## src/rtl/wpc_pkg.sv

```systemverilog
// Shared types for the write precompensation delay.
// Assumes hints are synchronous to the master clock.
package wpc_pkg;

    typedef enum logic [1:0] {
        HINT_NOM   = 2'd0,
        HINT_EARLY = 2'd1,
        HINT_LATE  = 2'd2
    } hint_e;

    // Reduce the two hints and the density select to one shift direction.
    function automatic hint_e decode_hint(input logic early, input logic late,
                                          input logic dden_n);
        if (dden_n)
            return HINT_NOM;
        else if (early && !late)
            return HINT_EARLY;
        else if (late && !early)
            return HINT_LATE;
        else
            return HINT_NOM;
    endfunction

endpackage

```

## src/rtl/wpc_sel.sv

```systemverilog
// Preset selector: turns hints, track zone, density and switch amounts into a
// countdown preset. Purely combinational; assumes the amounts never exceed BASE.
module wpc_sel #(
    parameter int AMT_W = 2,
    parameter int BASE  = 3,
    parameter int DLY_W = 3
) (
    input  logic             early,
    input  logic             late,
    input  logic             inner_trk,
    input  logic             dden_n,
    input  logic [AMT_W-1:0] amt_inner,
    input  logic [AMT_W-1:0] amt_outer,
    output logic [DLY_W-1:0] dly
);
    import wpc_pkg::*;

    logic [AMT_W-1:0] amt;
    hint_e            hint;

    // Choose the zone amount and form the preset around the nominal value.
    always_comb begin
        amt  = inner_trk ? amt_inner : amt_outer;
        hint = decode_hint(early, late, dden_n);
        case (hint)
            HINT_EARLY: dly = DLY_W'(BASE) - DLY_W'(amt);
            HINT_LATE:  dly = DLY_W'(BASE) + DLY_W'(amt);
            default:    dly = DLY_W'(BASE);
        endcase
    end
endmodule

```

## src/rtl/wpc_cnt.sv

```systemverilog
// Countdown engine: detects write-data rising edges, loads the preset, counts
// down and flags release at zero. One waiting slot holds a pulse that arrives
// mid-countdown; a further arrival while the slot is full replaces nothing.
module wpc_cnt #(
    parameter int DLY_W = 3
) (
    input  logic             clk,
    input  logic             rst_n,
    input  logic             wd_in,
    input  logic [DLY_W-1:0] dly,
    output logic             fire
);
    logic             wd_q;
    logic             busy;
    logic [DLY_W-1:0] cnt;
    logic             pend_vld;
    logic [DLY_W-1:0] pend_d;
    logic             rise;

    // Edge detect and release flag.
    always_comb begin
        rise = wd_in && !wd_q;
        fire = busy && (cnt == '0);
    end

    // Count down, release at zero, then load the waiting slot or a new edge.
    always_ff @(posedge clk) begin
        if (!rst_n) begin
            wd_q     <= 1'b0;
            busy     <= 1'b0;
            cnt      <= '0;
            pend_vld <= 1'b0;
            pend_d   <= '0;
        end else begin
            wd_q <= wd_in;
            if (busy) begin
                if (cnt == '0) begin
                    if (pend_vld) begin
                        cnt      <= pend_d;
                        pend_vld <= rise;
                        if (rise) pend_d <= dly;
                    end else if (rise) begin
                        cnt <= dly;
                    end else begin
                        busy <= 1'b0;
                    end
                end else begin
                    cnt <= cnt - 1'b1;
                    if (rise && !pend_vld) begin
                        pend_vld <= 1'b1;
                        pend_d   <= dly;
                    end
                end
            end else if (rise) begin
                busy <= 1'b1;
                cnt  <= dly;
            end
        end
    end


    queue_only_when_busy_chk: assert property (@(posedge clk) disable iff (!rst_n)
        pend_vld |-> busy);


    load_on_idle_rise_chk: assert property (@(posedge clk) disable iff (!rst_n)
        (rise && !busy) |=> (busy && cnt == $past(dly)));
endmodule

```

## src/rtl/wpc_pulse.sv

```systemverilog
// Output shaper: stretches each release flag into a pulse of PULSE_CYC clocks.
// Assumes releases are at least PULSE_CYC+1 clocks apart in normal use.
module wpc_pulse #(
    parameter int PULSE_CYC = 2
) (
    input  logic clk,
    input  logic rst_n,
    input  logic fire,
    output logic wr_out
);
    localparam int RW = $clog2(PULSE_CYC + 1);

    logic [RW-1:0] rem;

    // Load the width counter on release and run it down.
    always_ff @(posedge clk) begin
        if (!rst_n)
            rem <= '0;
        else if (fire)
            rem <= RW'(PULSE_CYC);
        else if (rem != '0)
            rem <= rem - 1'b1;
    end

    // Output is high while width remains.
    always_comb wr_out = (rem != '0);


    fire_drives_out_chk: assert property (@(posedge clk) disable iff (!rst_n)
        fire |=> wr_out);

    generate
        if (PULSE_CYC >= 2) begin : g_wide

            min_width_chk: assert property (@(posedge clk) disable iff (!rst_n)
                $rose(wr_out) |=> wr_out);
        end
    endgenerate
endmodule

```

## src/rtl/wpc_delay_top.sv

```systemverilog
// Write precompensation delay top: preset selection, countdown with one
// waiting slot, and fixed-width output shaping on the 16 MHz master clock.
// Assumes all inputs are synchronous to clk.
module wpc_delay_top #(
    parameter int AMT_W     = 2,
    parameter int PULSE_CYC = 2
) (
    input  logic             clk,
    input  logic             rst_n,
    input  logic             dden_n,
    input  logic             inner_trk,
    input  logic             early,
    input  logic             late,
    input  logic [AMT_W-1:0] amt_inner,
    input  logic [AMT_W-1:0] amt_outer,
    input  logic             wd_in,
    output logic             wd_out
);
    localparam int BASE  = (1 << AMT_W) - 1;
    localparam int DLY_W = $clog2(2 * BASE + 1);

    logic [DLY_W-1:0] dly;
    logic             fire;

    wpc_sel #(.AMT_W(AMT_W), .BASE(BASE), .DLY_W(DLY_W)) sel_i (
        .early(early), .late(late), .inner_trk(inner_trk), .dden_n(dden_n),
        .amt_inner(amt_inner), .amt_outer(amt_outer), .dly(dly)
    );

    wpc_cnt #(.DLY_W(DLY_W)) cnt_i (
        .clk(clk), .rst_n(rst_n), .wd_in(wd_in), .dly(dly), .fire(fire)
    );

    wpc_pulse #(.PULSE_CYC(PULSE_CYC)) pulse_i (
        .clk(clk), .rst_n(rst_n), .fire(fire), .wr_out(wd_out)
    );


    single_density_nominal_chk: assert property (@(posedge clk) disable iff (!rst_n)
        dden_n |-> (dly == DLY_W'(BASE)));


    reset_quiet_chk: assert property (@(posedge clk)
        !rst_n |=> !wd_out);
endmodule

```

## config.mk

```make
export PLATFORM = sky130hd
export DESIGN_NAME = wpc_delay_top
export DESIGN_NICKNAME = d
export VERILOG_FILES = /design/src/rtl/wpc_pkg.sv /design/src/rtl/wpc_sel.sv /design/src/rtl/wpc_cnt.sv /design/src/rtl/wpc_pulse.sv /design/src/rtl/wpc_delay_top.sv
export SDC_FILE = /design/constraint.sdc
export NUM_CORES = 1
export LEC_CHECK = 0
export ABC_AREA = 0
export BUFFER_PORTS_ARGS = -buffer_cell sky130_fd_sc_hd__buf_2
export CAP_MARGIN = 10
export CORE_AREA = 2 2 39 41
export CTS_BUF_LIST = sky130_fd_sc_hd__clkbuf_4 sky130_fd_sc_hd__clkbuf_8
export DETAILED_ROUTE_END_ITERATION = 6
export DIE_AREA = 0 0 41 43
export GPL_TIMING_DRIVEN = 0
export PLACE_DENSITY_LB_ADDON = 0.3
export SYNTH_ARGS = -nofsm -noshare
export SYNTH_HDL_FRONTEND = slang
export SYNTH_SLANG_ARGS = --single-unit
```

## constraint.sdc

```tcl
create_clock -name clk -period 2 [get_ports clk]
set_input_delay 0.1 -clock clk [delete_from_list [all_inputs] [get_ports clk]]
set_output_delay 0.1 -clock clk [all_outputs]
set_load 0.05 [all_outputs]
```

Word-level counts from Yosys, hierarchy flattened
Cells that the tools add are included.

Bitwise gates (word level): 1. Equality and inequality tests: 4. Reduce and logical (&&, ||, !) cells: 16. Muxes and demuxes: 22. Add/subtract/negate cells: 4.

Operators by type and width (number): two-way mux 3 bit (8); two-way mux 2 bit (6); two-way mux 1 bit (7); case mux 3 bit (2 select lines) (1); nonzero test 2 bit (3); logical AND 1 bit (5); logical NOT 1 bit (4); != test 2 x 1 -> 1 bit (second input constant) (2); AND reduction 4 bit (1); adder 2 x 2 -> 3 bit (first input constant) (1); logical NOT 3 bit (1); subtractor 2 x 2 -> 3 bit (first input constant) (1); subtractor 3 x 1 -> 3 bit (second input constant) (1); == test 2 x 1 -> 1 bit (second input constant) (1); == test 2 bit (second input constant) (1); AND reduction 2 bit (1); OR reduction 2 bit (1); subtractor 2 x 1 -> 2 bit (second input constant) (1); NOT 1 bit (1).

Bits of input ports: 11. Bits in registers: 11. Output and inout bits: 1.

Depth between registers and ports, before layout
Gate-level depths: netlist of the first run.

Depth after elaboration: 11. Depth in mapped cells: 7.

Hierarchy
From an unflattened synthesis of the first run, not the netlist that was laid out.

Cell total of the unflattened synthesis: 67. Area total of the unflattened synthesis: 609.3 um^2.

Modules (own cells, without submodules): wpc_cnt (instances 1, cells each 52, area each 464.2 um^2); wpc_sel (instances 1, cells each 9, area each 75.1 um^2); wpc_pulse (instances 1, cells each 6, area each 70.1 um^2).

Least setup slack after synthesis of the first run
OpenSTA, ideal clock, no wires.

Kind: register -> register. Start: register cnt_i.cnt[0]. End: register cnt_i.cnt[0]. Setup slack: 606 ps. Buffers on the path: 0. Clock period less this slack: 1394 ps. Stages on the path, launching flop included: 7. Arrival: 1322 ps. Cells stage by stage: dfxtp_1 > inv_1 > ha_1 > or3b_4 > a21boi_2 > a22oi_1 > a21oi_1.

Cells in the longest elaborated chain, start to end: 4.

RTL lines: start: declaration (RTL line wpc_cnt.sv:15) `logic [DLY_W-1:0] cnt;`; start signal: assignment (RTL line wpc_cnt.sv:39) `cnt <= pend_d;`; start signal: assignment (RTL line wpc_cnt.sv:43) `cnt <= dly;`; start signal: assignment (RTL line wpc_cnt.sv:48) `cnt <= cnt - 1'b1;`; parallel branches: the longest is 3 deep, another holds subtractor 3 x 1 -> 3 bit; two-way mux 3 bit (*) (RTL line wpc_cnt.sv:36) `if (busy) begin`.

Mark *: on every way between the ends. A chain may end at the register's enable or synchronous reset.

Final worst setup path of the first run
Start: register cnt_i.cnt[0]. End: register cnt_i.pend_d[0].

Cells in the longest elaborated chain, start to end: 3.

RTL lines: logical NOT 3 bit (*) (RTL line wpc_cnt.sv:37) `if (cnt == '0) begin`; != test 2 x 1 -> 1 bit (no line) / nonzero test 2 bit (equally long branches); AND reduction 4 bit (no line); end signal: assignment (RTL line wpc_cnt.sv:41) `if (rise) pend_d <= dly;`; end signal: assignment (RTL line wpc_cnt.sv:51) `pend_d <= dly;`; end: declaration (RTL line wpc_cnt.sv:17) `logic [DLY_W-1:0] pend_d;`.

Every way passes the cells marked *; elsewhere a longest branch is shown, timed or not.

==> flow_summary.toml, run 1 <==
[critical_path]
crit_start = "cnt_i.cnt[0]$_SDFF_PN0_"
cpPeakStageDelay_ps = 350
worstPathArrival_ps = 1720
cpMaxStageDelayCell = "dfxtp_1"
worstSetupEndpointType = "flop"
crit_chain = "inv_1 > ha_1 > nor2b_1 > buf_2 > xnor2_1 > a21oi_1 > nor3_1"
rr_startpoint = "cnt_i.cnt[0]$_SDFF_PN0_"
r2r-end = "cnt_i.pend_d[0]$_SDFFE_PN0P_"
required_ps = 2190
worstRegToRegCells = 7
critical_path.startpoint_type = "flop"
crit_fanout = 6
r2r_slack_ps = 470
path_class = "reg -> reg"

[clocking]
cts-root-buf = "clkbuf_4"
clk_latency_ps = 270
cts_tree = "yes"
clock_sinks = 11
clockBufferDepth = 2
clkTransAtPathRegs_ps = 70
cts_inserted_buffers = 3
cts_setup_buffers = 0
cts_resized = 0
holdBufCountCts = 0
h-tree-depth = 1

[placed_design]
gp_congestion = 0.796
port_buffers = 11
pre_cts_ws_ps = 466
hpwl_um = 956

[power]
p_total_uw = 556
irDropWorstVdd_v = 0.000390
p_leak_nw = 0.304
p_per_area_nw_per_um2 = 759

[die]
die_x_um = 41
start_util_pct = 45.4
core_area_sq_um = 1380
io_pins = 12
die_area_sq_um = 1760
rows = 14
dieHeight_um = 43

[logic_synthesis]
ys_async_sr_fraction_pct = 0
synth-seq-cells = 11
seq_area_frac_synth_pct = 35.1
synth_area_sq_um = 628
synth_edf_count = 0
synth_area_leader_cell = "dfxtp_1"
synth_warnings = 0
postSynthCellCount = 74
synthTopCellsByCount = "dfxtp_1, nand2_1, a21oi_1"
synthFlopType = "dfxtp_1"
yosysMostFrequentCell = "dfxtp_1"
synthTopCellsByArea = "dfxtp_1, mux2i_1, ha_1"
syn_nets = 88
synth.distinct_cells = 30
synth_top_area_share_pct = 35.1
synth.avg_cell_area_sq_um = 8.49

[sta]
whs_ps = 47.0
fmax_ghz = 0.652
setup_viol_count_final = 0
period_share_pct = 76.7
setup_tns_ps = 0
rsz0062_at_grt = "no"
fin_ws_ps = 465
drv_slew = 0
hold_viol = 0
timing.slew.headroom_pct = 73.2
tightest_slew_ps = 401
skew_ps = 0.646
fin_crit_ps = 1530

[drt]
wl_mm = 1.22
vias = 547
drt-wirelength-per-cell_um = 11.6
avgViaCountPerCell = 5.21
first_pass_iters = 4
drc = 0
drt_iter0_markers = 10
antenna_left = 0

[grt]
grt_usage_pct = 16.4
grt_max_degree = 11
grt_pass1_vias = 518
grt_antenna_before_repair = 0
grt_pass1_wl_mm = 1.96
grt.overflow.total = 0

[layout]
layout.nets = 104
antennaDiodeCount = 0
area_growth_syn_to_layout_pct = 16.7
utilization_pct = 53.0
drive_gt1_share_pct = 25.8

[worst_hold_path]
hold_start = "wd_in"
hp-class = "in -> reg"
hold_path_depth = 2
min_to = "cnt_i.wd_q$_SDFF_PN0_"

[run]
maxCapViolCount = 0

[status]
outcome = "finished clean"
[how the worst max path moves through the flow]
| stage | endpoint | slack [ps] | depth (start not counted) |
|---|---|---|---|
| after global placement | cnt_i.pend_d[1]$_SDFFE_PN0P_ | 490 | 7 |
| after global routing | cnt_i.cnt[1]$_SDFF_PN0_ | 310 | 6 |
| after CTS | cnt_i.cnt[0]$_SDFF_PN0_ | 450 | 6 |
| final | cnt_i.pend_d[0]$_SDFFE_PN0P_ | 470 | 7 |
| after detailed placement | cnt_i.pend_d[1]$_SDFFE_PN0P_ | 470 | 7 |
| after floorplan | cnt_i.cnt[0]$_SDFF_PN0_ | 610 | 6 |
[per-stage QoR]
| step | cell area (sq um) | std cells |
|---|---|---|
| after detailed placement | 703 | 101 |
| final | 733 | 105 |
| after global placement | 703 | 101 |
| after global routing | 733 | 105 |
| after CTS | 733 | 105 |
| after floorplan | 628 | 74 |
[report_power, final]
group | total, mW | internal (mW) | switching, mW | leakage, nW
clock network | 0.167 | 0.0907 | 0.0760 | 0.0184
registers | 0.241 | 0.233 | 0.00820 | 0.0900
logic | 0.148 | 0.0683 | 0.0798 | 0.196
total | 0.556 | 0.392 | 0.164 | 0.304
[registers in the layout (all words and copies together), names as in the netlist]
signal / cells
cnt_i.pend_vld: 1
cnt_i.wd_q: 1
pulse_i.rem: 2
cnt_i.pend_d: 3
cnt_i.cnt: 3
cnt_i.busy: 1
[metal layers]
metal | track usage (%) | wire length [um] | vias up | part of all wire (%)
li1 | - | - | 290 | -
met1 | 17.8 | 556 | 239 | 46
met2 | 27.2 | 570 | 16 | 47
met3 | 4.71 | 78 | 2 | 6.4
met4 | 8.00 | 10 | 0 | 0.82
met5 | 0 | 0 | - | 0
[layout make-up]
cell class / instances / area, sq um
Inverter: 3 / 11.3
Clock buffer: 4 / 30.0
Tap cell: 16 / 20.0
Buffer: 3 / 21.3
Timing Repair Buffer: 11 / 55.1
Multi-Input combinational cell: 57 / 375
Sequential cell: 11 / 220
Fill cell: 141 / 651
[worst max-delay path: cells and delay by family (launching register included)]
kind | cells | cell delay, ps
flip-flops | 1 | 350
AO/OA/AOI/OAI | 1 | 100
AND/OR/NAND/NOR | 2 | 300
adder cells (fa/ha/maj) | 1 | 220
buffers and inverters | 2 | 240
XOR/XNOR | 1 | 250
[cells by family (layout without fill, tap and decap cells)]
kind of cell               after synthesis  in the layout  share of synthesized area (%)
AOI/OAI and AO/OA                       17             17                           18.3
xor gates and xnor gates                 2              2                           2.79
adders and majority gates                3              3                           5.98
buffers and inverters                    6             21                           5.18
DFF                                     11             11                           35.1
muxes                                    4              4                           6.37
and+or+nand+nor                         31             31                           26.3
[layout by cell type, fill, tap and decap left out, types with 2 or more instances in the layout]
cell type  instances
nor2_1             3
inv_1              2
ha_1               3
nand2b_1           3
clkbuf_4           4
nor2b_1            3
nand2_1           10
o21ai_0            2
nor3_1             5
and2_1             2
mux2i_1            4
dfxtp_1           11
buf_2             13
a21oi_1            7
Power figures use the tool's default switching activity.
==> run 2, diff against run 1 <==
--- a/config.mk
+++ b/config.mk
@@ -5,13 +5,12 @@
 export SDC_FILE = /design/constraint.sdc
 export NUM_CORES = 1
 export LEC_CHECK = 0
-export ABC_AREA = 0
+export ABC_AREA = 1
 export BUFFER_PORTS_ARGS = -buffer_cell sky130_fd_sc_hd__buf_2
 export CAP_MARGIN = 10
-export CORE_AREA = 2 2 39 41
+export CORE_UTILIZATION = 50
 export CTS_BUF_LIST = sky130_fd_sc_hd__clkbuf_4 sky130_fd_sc_hd__clkbuf_8
 export DETAILED_ROUTE_END_ITERATION = 6
-export DIE_AREA = 0 0 41 43
 export GPL_TIMING_DRIVEN = 0
 export PLACE_DENSITY_LB_ADDON = 0.3
 export SYNTH_ARGS = -nofsm -noshare
==> constraint.sdc (replaced) <==
create_clock -name clk -period 1.5 [get_ports clk]
set_input_delay 0.075 -clock clk [delete_from_list [all_inputs] [get_ports clk]]
set_output_delay 0.075 -clock clk [all_outputs]
set_load 0.05 [all_outputs]
==> run 2 against run 1 <==
Against the previous run: largest cell class unchanged; via count grew 21%; wire length is 7.0% higher; synthesized area increased by 11%; non-clock buffer count down 3; sequential share of layout area decreased by 2.5 points; die area is 12% lower; clock power is 23% higher; utilization increased by 8.5 points.
==> flow_summary.toml, run 2 <==
[layout]
layout.nets = 140
utilization_pct = 61.4
final_common_cell = "nand2_1"
reg_top3 = "cnt_i.cnt: 3 flops, cnt_i.pend_d: 3 flops, pulse_i.rem: 2 flops"
layout_common_cells = "nand2_1, inv_1, nand3_1, dfxtp_1, buf_2"
final_area_sq_um = 800
num-fill-cells = 121
area_growth_syn_to_layout_pct = 14.9
multi_input_area_sq_um = 383
seqCellArea_sq_um = 220
antennaDiodeCount = 0
drive_gt1_share_pct = 21.6

[drt]
vias = 660
first_pass_iters = 4
drt-wirelength-per-cell_um = 9.29
avgViaCountPerCell = 4.71
drc = 0
antenna_left = 0
wl_mm = 1.30
drt_iter0_markers = 11

[die]
die_x_um = 39.3
dieHeight_um = 39.3
core_area_sq_um = 1300
rows = 13
io_pins = 12
start_util_pct = 53.5
die_area_sq_um = 1540

[power]
irDropWorstVdd_v = 0.000616
p_per_area_nw_per_um2 = 924
p_leak_nw = 0.436

[worst_hold_path]
hp-class = "in -> reg"
min_to = "cnt_i.wd_q$_SDFF_PN0_"
hold_start = "wd_in"
hold_path_depth = 3

[logic_synthesis]
yosysMostFrequentCell = "nand2_1"
synthTopCellsByCount = "nand2_1, inv_1, dfxtp_1, nand3_1, nor2_1"
synth-seq-cells = 11
seq_area_frac_synth_pct = 31.7
synthTopCellsByArea = "dfxtp_1, nand2_1, inv_1"
postSynthCellCount = 110
synth.distinct_cells = 20
syn_nets = 124
synth_area_sq_um = 696
synthFlopType = "dfxtp_1"
synth_edf_count = 0
ys_async_sr_fraction_pct = 0
synth.avg_cell_area_sq_um = 6.32
synth_area_leader_cell = "dfxtp_1"
synth_warnings = 0
synth_top_area_share_pct = 31.7

[sta]
drv_slew = 0
period_share_pct = 88.2
fin_crit_ps = 1320
setup_viol_count_final = 0
timing.slew.headroom_pct = 83.6
fin_ws_ps = 178
fmax_ghz = 0.756
skew_ps = 2.03
tightest_slew_ps = 244
hold_viol = 0
setup_tns_ps = 0
rsz0062_at_grt = "no"

[clocking]
clkTransAtPathRegs_ps = 70
cts_inserted_buffers = 3
h-tree-depth = 1
clockBufferDepth = 2
clock_sinks = 11
cts_tree = "yes"
cts_setup_buffers = 0
cts_resized = 0
cts-root-buf = "clkbuf_4"
clk_latency_ps = 270
holdBufCountCts = 0

[critical_path]
required_ps = 1710
cpPeakStageDelay_ps = 330
crit_fanout = 5
crit_chain = "inv_1 > ha_2 > nand2_1 > a21oi_2 > nand2_2 > nand2_1 > nand2_1 > nor2_1"
r2r-end = "cnt_i.pend_d[1]$_SDFFE_PN0P_"
worstPathArrival_ps = 1540
r2r_slack_ps = 180
worstRegToRegCells = 8
crit_path_frequent_cell = "nand2_1"
critical_path.startpoint_type = "flop"
worstSetupEndpointType = "flop"
path_class = "reg -> reg"
rr_startpoint = "cnt_i.cnt[0]$_SDFF_PN0_"
cpMaxStageDelayCell = "dfxtp_1"

[status]
outcome = "finished clean"

[run]
maxCapViolCount = 0

[placed_design]
port_buffers = 11
pre_cts_ws_ps = 164
gp_congestion = 0.815
hpwl_mm = 1.03
place_area_sq_um = 769

[grt]
grt_max_degree = 10
grt_pass1_vias = 540
grt_pass1_wl_mm = 2.11
grt_usage_pct = 21.0
grt_antenna_before_repair = 0
grt.overflow.total = 0
[run 2: area by class of cell]
type / count / area share [%]
clock buffer: 3 / 2.82
inverter: 24 / 11.9
clock inverter: 1 / 0.626
sequential: 11 / 27.5
tap: 15 / 2.35
timing repair buffer: 11 / 6.89
multi-input combinational: 75 / 47.9
[run 2: how the worst max path moves through the flow]
| stage | cells after the start | startpoint | slack (ps) | endpoint |
|---|---|---|---|---|
| 6_report | 8 | cnt_i.cnt[0]$_SDFF_PN0_ | 180 | cnt_i.pend_d[1]$_SDFFE_PN0P_ |
| 5_1_grt | 8 | cnt_i.cnt[0]$_SDFF_PN0_ | 40 | cnt_i.pend_d[1]$_SDFFE_PN0P_ |
| 4_1_cts | 8 | cnt_i.cnt[0]$_SDFF_PN0_ | 140 | cnt_i.pend_d[1]$_SDFFE_PN0P_ |
| 3_5_place_dp | 8 | cnt_i.cnt[0]$_SDFF_PN0_ | 160 | cnt_i.pend_d[1]$_SDFFE_PN0P_ |
| 3_3_place_gp | 7 | cnt_i.cnt[0]$_SDFF_PN0_ | 190 | cnt_i.pend_d[1]$_SDFFE_PN0P_ |
| 2_1_floorplan | 7 | cnt_i.cnt[0]$_SDFF_PN0_ | 330 | cnt_i.pend_d[1]$_SDFFE_PN0P_ |
[run 2: cell families after synthesis]
logic type | synth area share [%]
and+or+nand+nor | 40.1
buffers and inverters | 13.7
AOI/OAI and AO/OA | 9.17
DFF | 31.7
adders and majority gates | 5.40
[run 2: report_power, final]
group          switching (mW)  leakage [nW]  internal, mW  total (mW)
combinational           0.124         0.328        0.0783       0.203
sequential             0.0192        0.0901         0.312       0.331
clock                   0.106        0.0177        0.0989       0.205
[run 2: critical path, delay by kind of cell (launching register included)]
family,cells,cell delay (ps)
AO/OA/AOI/OAI,1,200
adder cells (fa/ha/maj),1,220
buffers and inverters,1,80
flip-flops,1,330
AND/OR/NAND/NOR,5,430
[run 2: layer usage]
layer	GRT usage (%)	share of wire, %
met2	35.0	47
met4	5.17	0.46
met3	10.2	3.5
met5	0	0
met1	23.9	49
[run 2: metrics by stage]
step / hold WS (ps) / total power, mW / cells
after floorplan: 168 / 0.492 / 110
after CTS: 3.41 / 0.750 / 140
after global routing: 5.13 / 0.798 / 140
after detailed placement: 292 / 0.540 / 136
after global placement: 280 / 0.534 / 136
final: 6.56 / 0.739 / 140
==> run 3, diff against run 2 <==
==> constraint.sdc (replaced) <==
create_clock -name clk -period 1.3 [get_ports clk]
set_input_delay 0.065 -clock clk [delete_from_list [all_inputs] [get_ports clk]]
set_output_delay 0.065 -clock clk [all_outputs]
set_load 0.05 [all_outputs]
==> run 3 against run 2 <==
Against the previous run: worst setup slack lost 76 ps; non-clock buffer count grew 1; sequential share of layout area shrank 0.89 points; via count grew 0.45%; utilization grew 2.4 points; highest routed layer unchanged.
==> flow_summary.toml, run 3 (synthesis gave the netlist of run 2 again) <==
[clocking]
clkTransAtPathRegs_ps = 70
cts_inserted_buffers = 3
clock_sinks = 11
clockBufferDepth = 2
clk_latency_ps = 270
cts_setup_buffers = 0
cts-root-buf = "clkbuf_4"
h-tree-depth = 1
cts_tree = "yes"

[critical_path]
required_ps = 1510
crit_path_frequent_cell = "nand2_1"
crit_chain = "inv_2 > ha_4 > inv_1 > nor2_2 > nand2_1 > o21ai_1 > nand2_1 > a21oi_1"
path_delay_family = "flip-flops"
worstSetupEndpointType = "flop"
cpMaxStageDelayCell = "dfxtp_1"
path_class = "reg -> reg"
worstPathArrival_ps = 1400
cpPeakStageDelay_ps = 330
crit_fanout = 4
critical_path.startpoint_type = "flop"
crit_buf_inv = 2

[layout]
layout.nets = 141
antennaDiodeCount = 0
seqCellArea_sq_um = 221
multi_input_area_sq_um = 403
layout_common_cells = "nand2_1, inv_1, nand3_1, buf_2"
area_growth_syn_to_layout_pct = 19.4
num-fill-cells = 122
drive_gt1_share_pct = 24.6
final_common_cell = "nand2_1"
reg_top3 = "cnt_i.cnt: 3 flops, cnt_i.pend_d: 3 flops, pulse_i.rem: 2 flops"

[sta]
setup_tns_ps = 0
timing.slew.headroom_pct = 82.4
fin_crit_ps = 1200
period_share_pct = 92.2
setup_viol_count_final = 0
tightest_slew_ps = 264
drv_slew = 0
rsz0062_at_grt = "no"
hold_viol = 0
skew_ps = 2.67
fmax_ghz = 0.834

[die]
io_pins = 12
die_x_um = 39.3
core_area_sq_um = 1300
die_area_sq_um = 1540
start_util_pct = 53.5
dieHeight_um = 39.3
rows = 13

[drt]
drc = 0
first_pass_iters = 2
drt-wirelength-per-cell_um = 9.52
drt_iter0_markers = 8
avgViaCountPerCell = 4.70
wl_mm = 1.34
antenna_left = 0
vias = 663

[grt]
use_met1_pct = 23.9
grtUsageMet2_pct = 35.8
grt_max_degree = 10
met3_usage_pct = 10.2
grt_usage_pct = 21.3
grt_antenna_before_repair = 0
grt_pass1_wl_mm = 2.13
grt_pass1_vias = 546
grt.overflow.total = 0
busiest_layer = "met2"

[placed_design]
port_buffers = 11
gp_congestion = 0.815
hpwl_mm = 1.03

[power]
irDropWorstVdd_v = 0.000703
p_total_uw = 879
p_per_area_nw_per_um2 = 1060
p_leak_nw = 0.443

[status]
outcome = "finished clean"

[run]
maxCapViolCount = 0

[worst_hold_path]
hp-class = "in -> reg"
[run 3: cell count changes in the layout (fill, tap and decap cells not counted)]
cell,delta
dlygate4sd3_1,+1
nand2_2,+1
dfxtp_2,+1
inv_1,-2
a21oi_2,-1
ha_2,-1
nand2_1,-1
inv_2,+2
dfxtp_1,-1
a21oi_4,+1
ha_4,+1
[run 3: worst min-delay path, delay by kind of cell]
family	cells	cell delay [ps]
AND/OR/NAND/NOR	1	50
buffers and inverters	2	140
[run 3: metrics by stage]
step / worst slack, ps / cell area (sq um) / cells / utilization, % / hold WS, ps
after floorplan: 128 / 696 / 110 / - / 158
after global placement: -5.88 / 769 / 136 / 59.1 / 270
after detailed placement: -35.8 / 769 / 136 / 59.1 / 282
after CTS: 33.0 / 820 / 141 / 63.0 / 6.33
after global routing: 2.73 / 831 / 141 / 63.8 / 6.53
final: 102 / 831 / 141 / 63.8 / 8.99
[run 3: power breakdown]
part           internal, mW  switching, mW  total [mW]
combinational         0.102          0.153       0.255
sequential            0.361         0.0238       0.385
clock                 0.114          0.125       0.239
total                 0.578          0.301       0.879
[run 3: repair_timing]
item,CTS,global route
hold buffers,1,0
gates cloned,0,0
endpoints found under the setup margin,4,5
resized for setup,4,3
hold endpoints to repair,1,0
pin swaps,2,2
[run 3: layout make-up]
type                    instances  area share [%]
clock inverters                 1           0.602
repair buffers                 12            7.83
clock buffers                   3            2.71
flip-flops and latches         11            26.7
multi-input cells              75            48.5
inverters                      24            11.4
well taps                      15            2.26
[run 3: per-layer routing]
metal  vias up  routed length (um)
li1        368                   -
met1       285                 641
met2         6                 644
met3         4                  43
met4         0                  12
met5         -                   0
[run 3: path summary, 6_finish.rpt]
check	from	to	slack, ps	cells after the start
worst min register to register	cnt_i.pend_d[2]$_SDFFE_PN0P_	cnt_i.pend_d[2]$_SDFFE_PN0P_	470	2
worst max register to register	cnt_i.cnt[1]$_SDFF_PN0_	cnt_i.cnt[2]$_SDFF_PN0_	100	8
worst min-delay path	rst_n	cnt_i.wd_q$_SDFF_PN0_	9	3
worst max-delay path	cnt_i.cnt[1]$_SDFF_PN0_	cnt_i.cnt[2]$_SDFF_PN0_	100	8
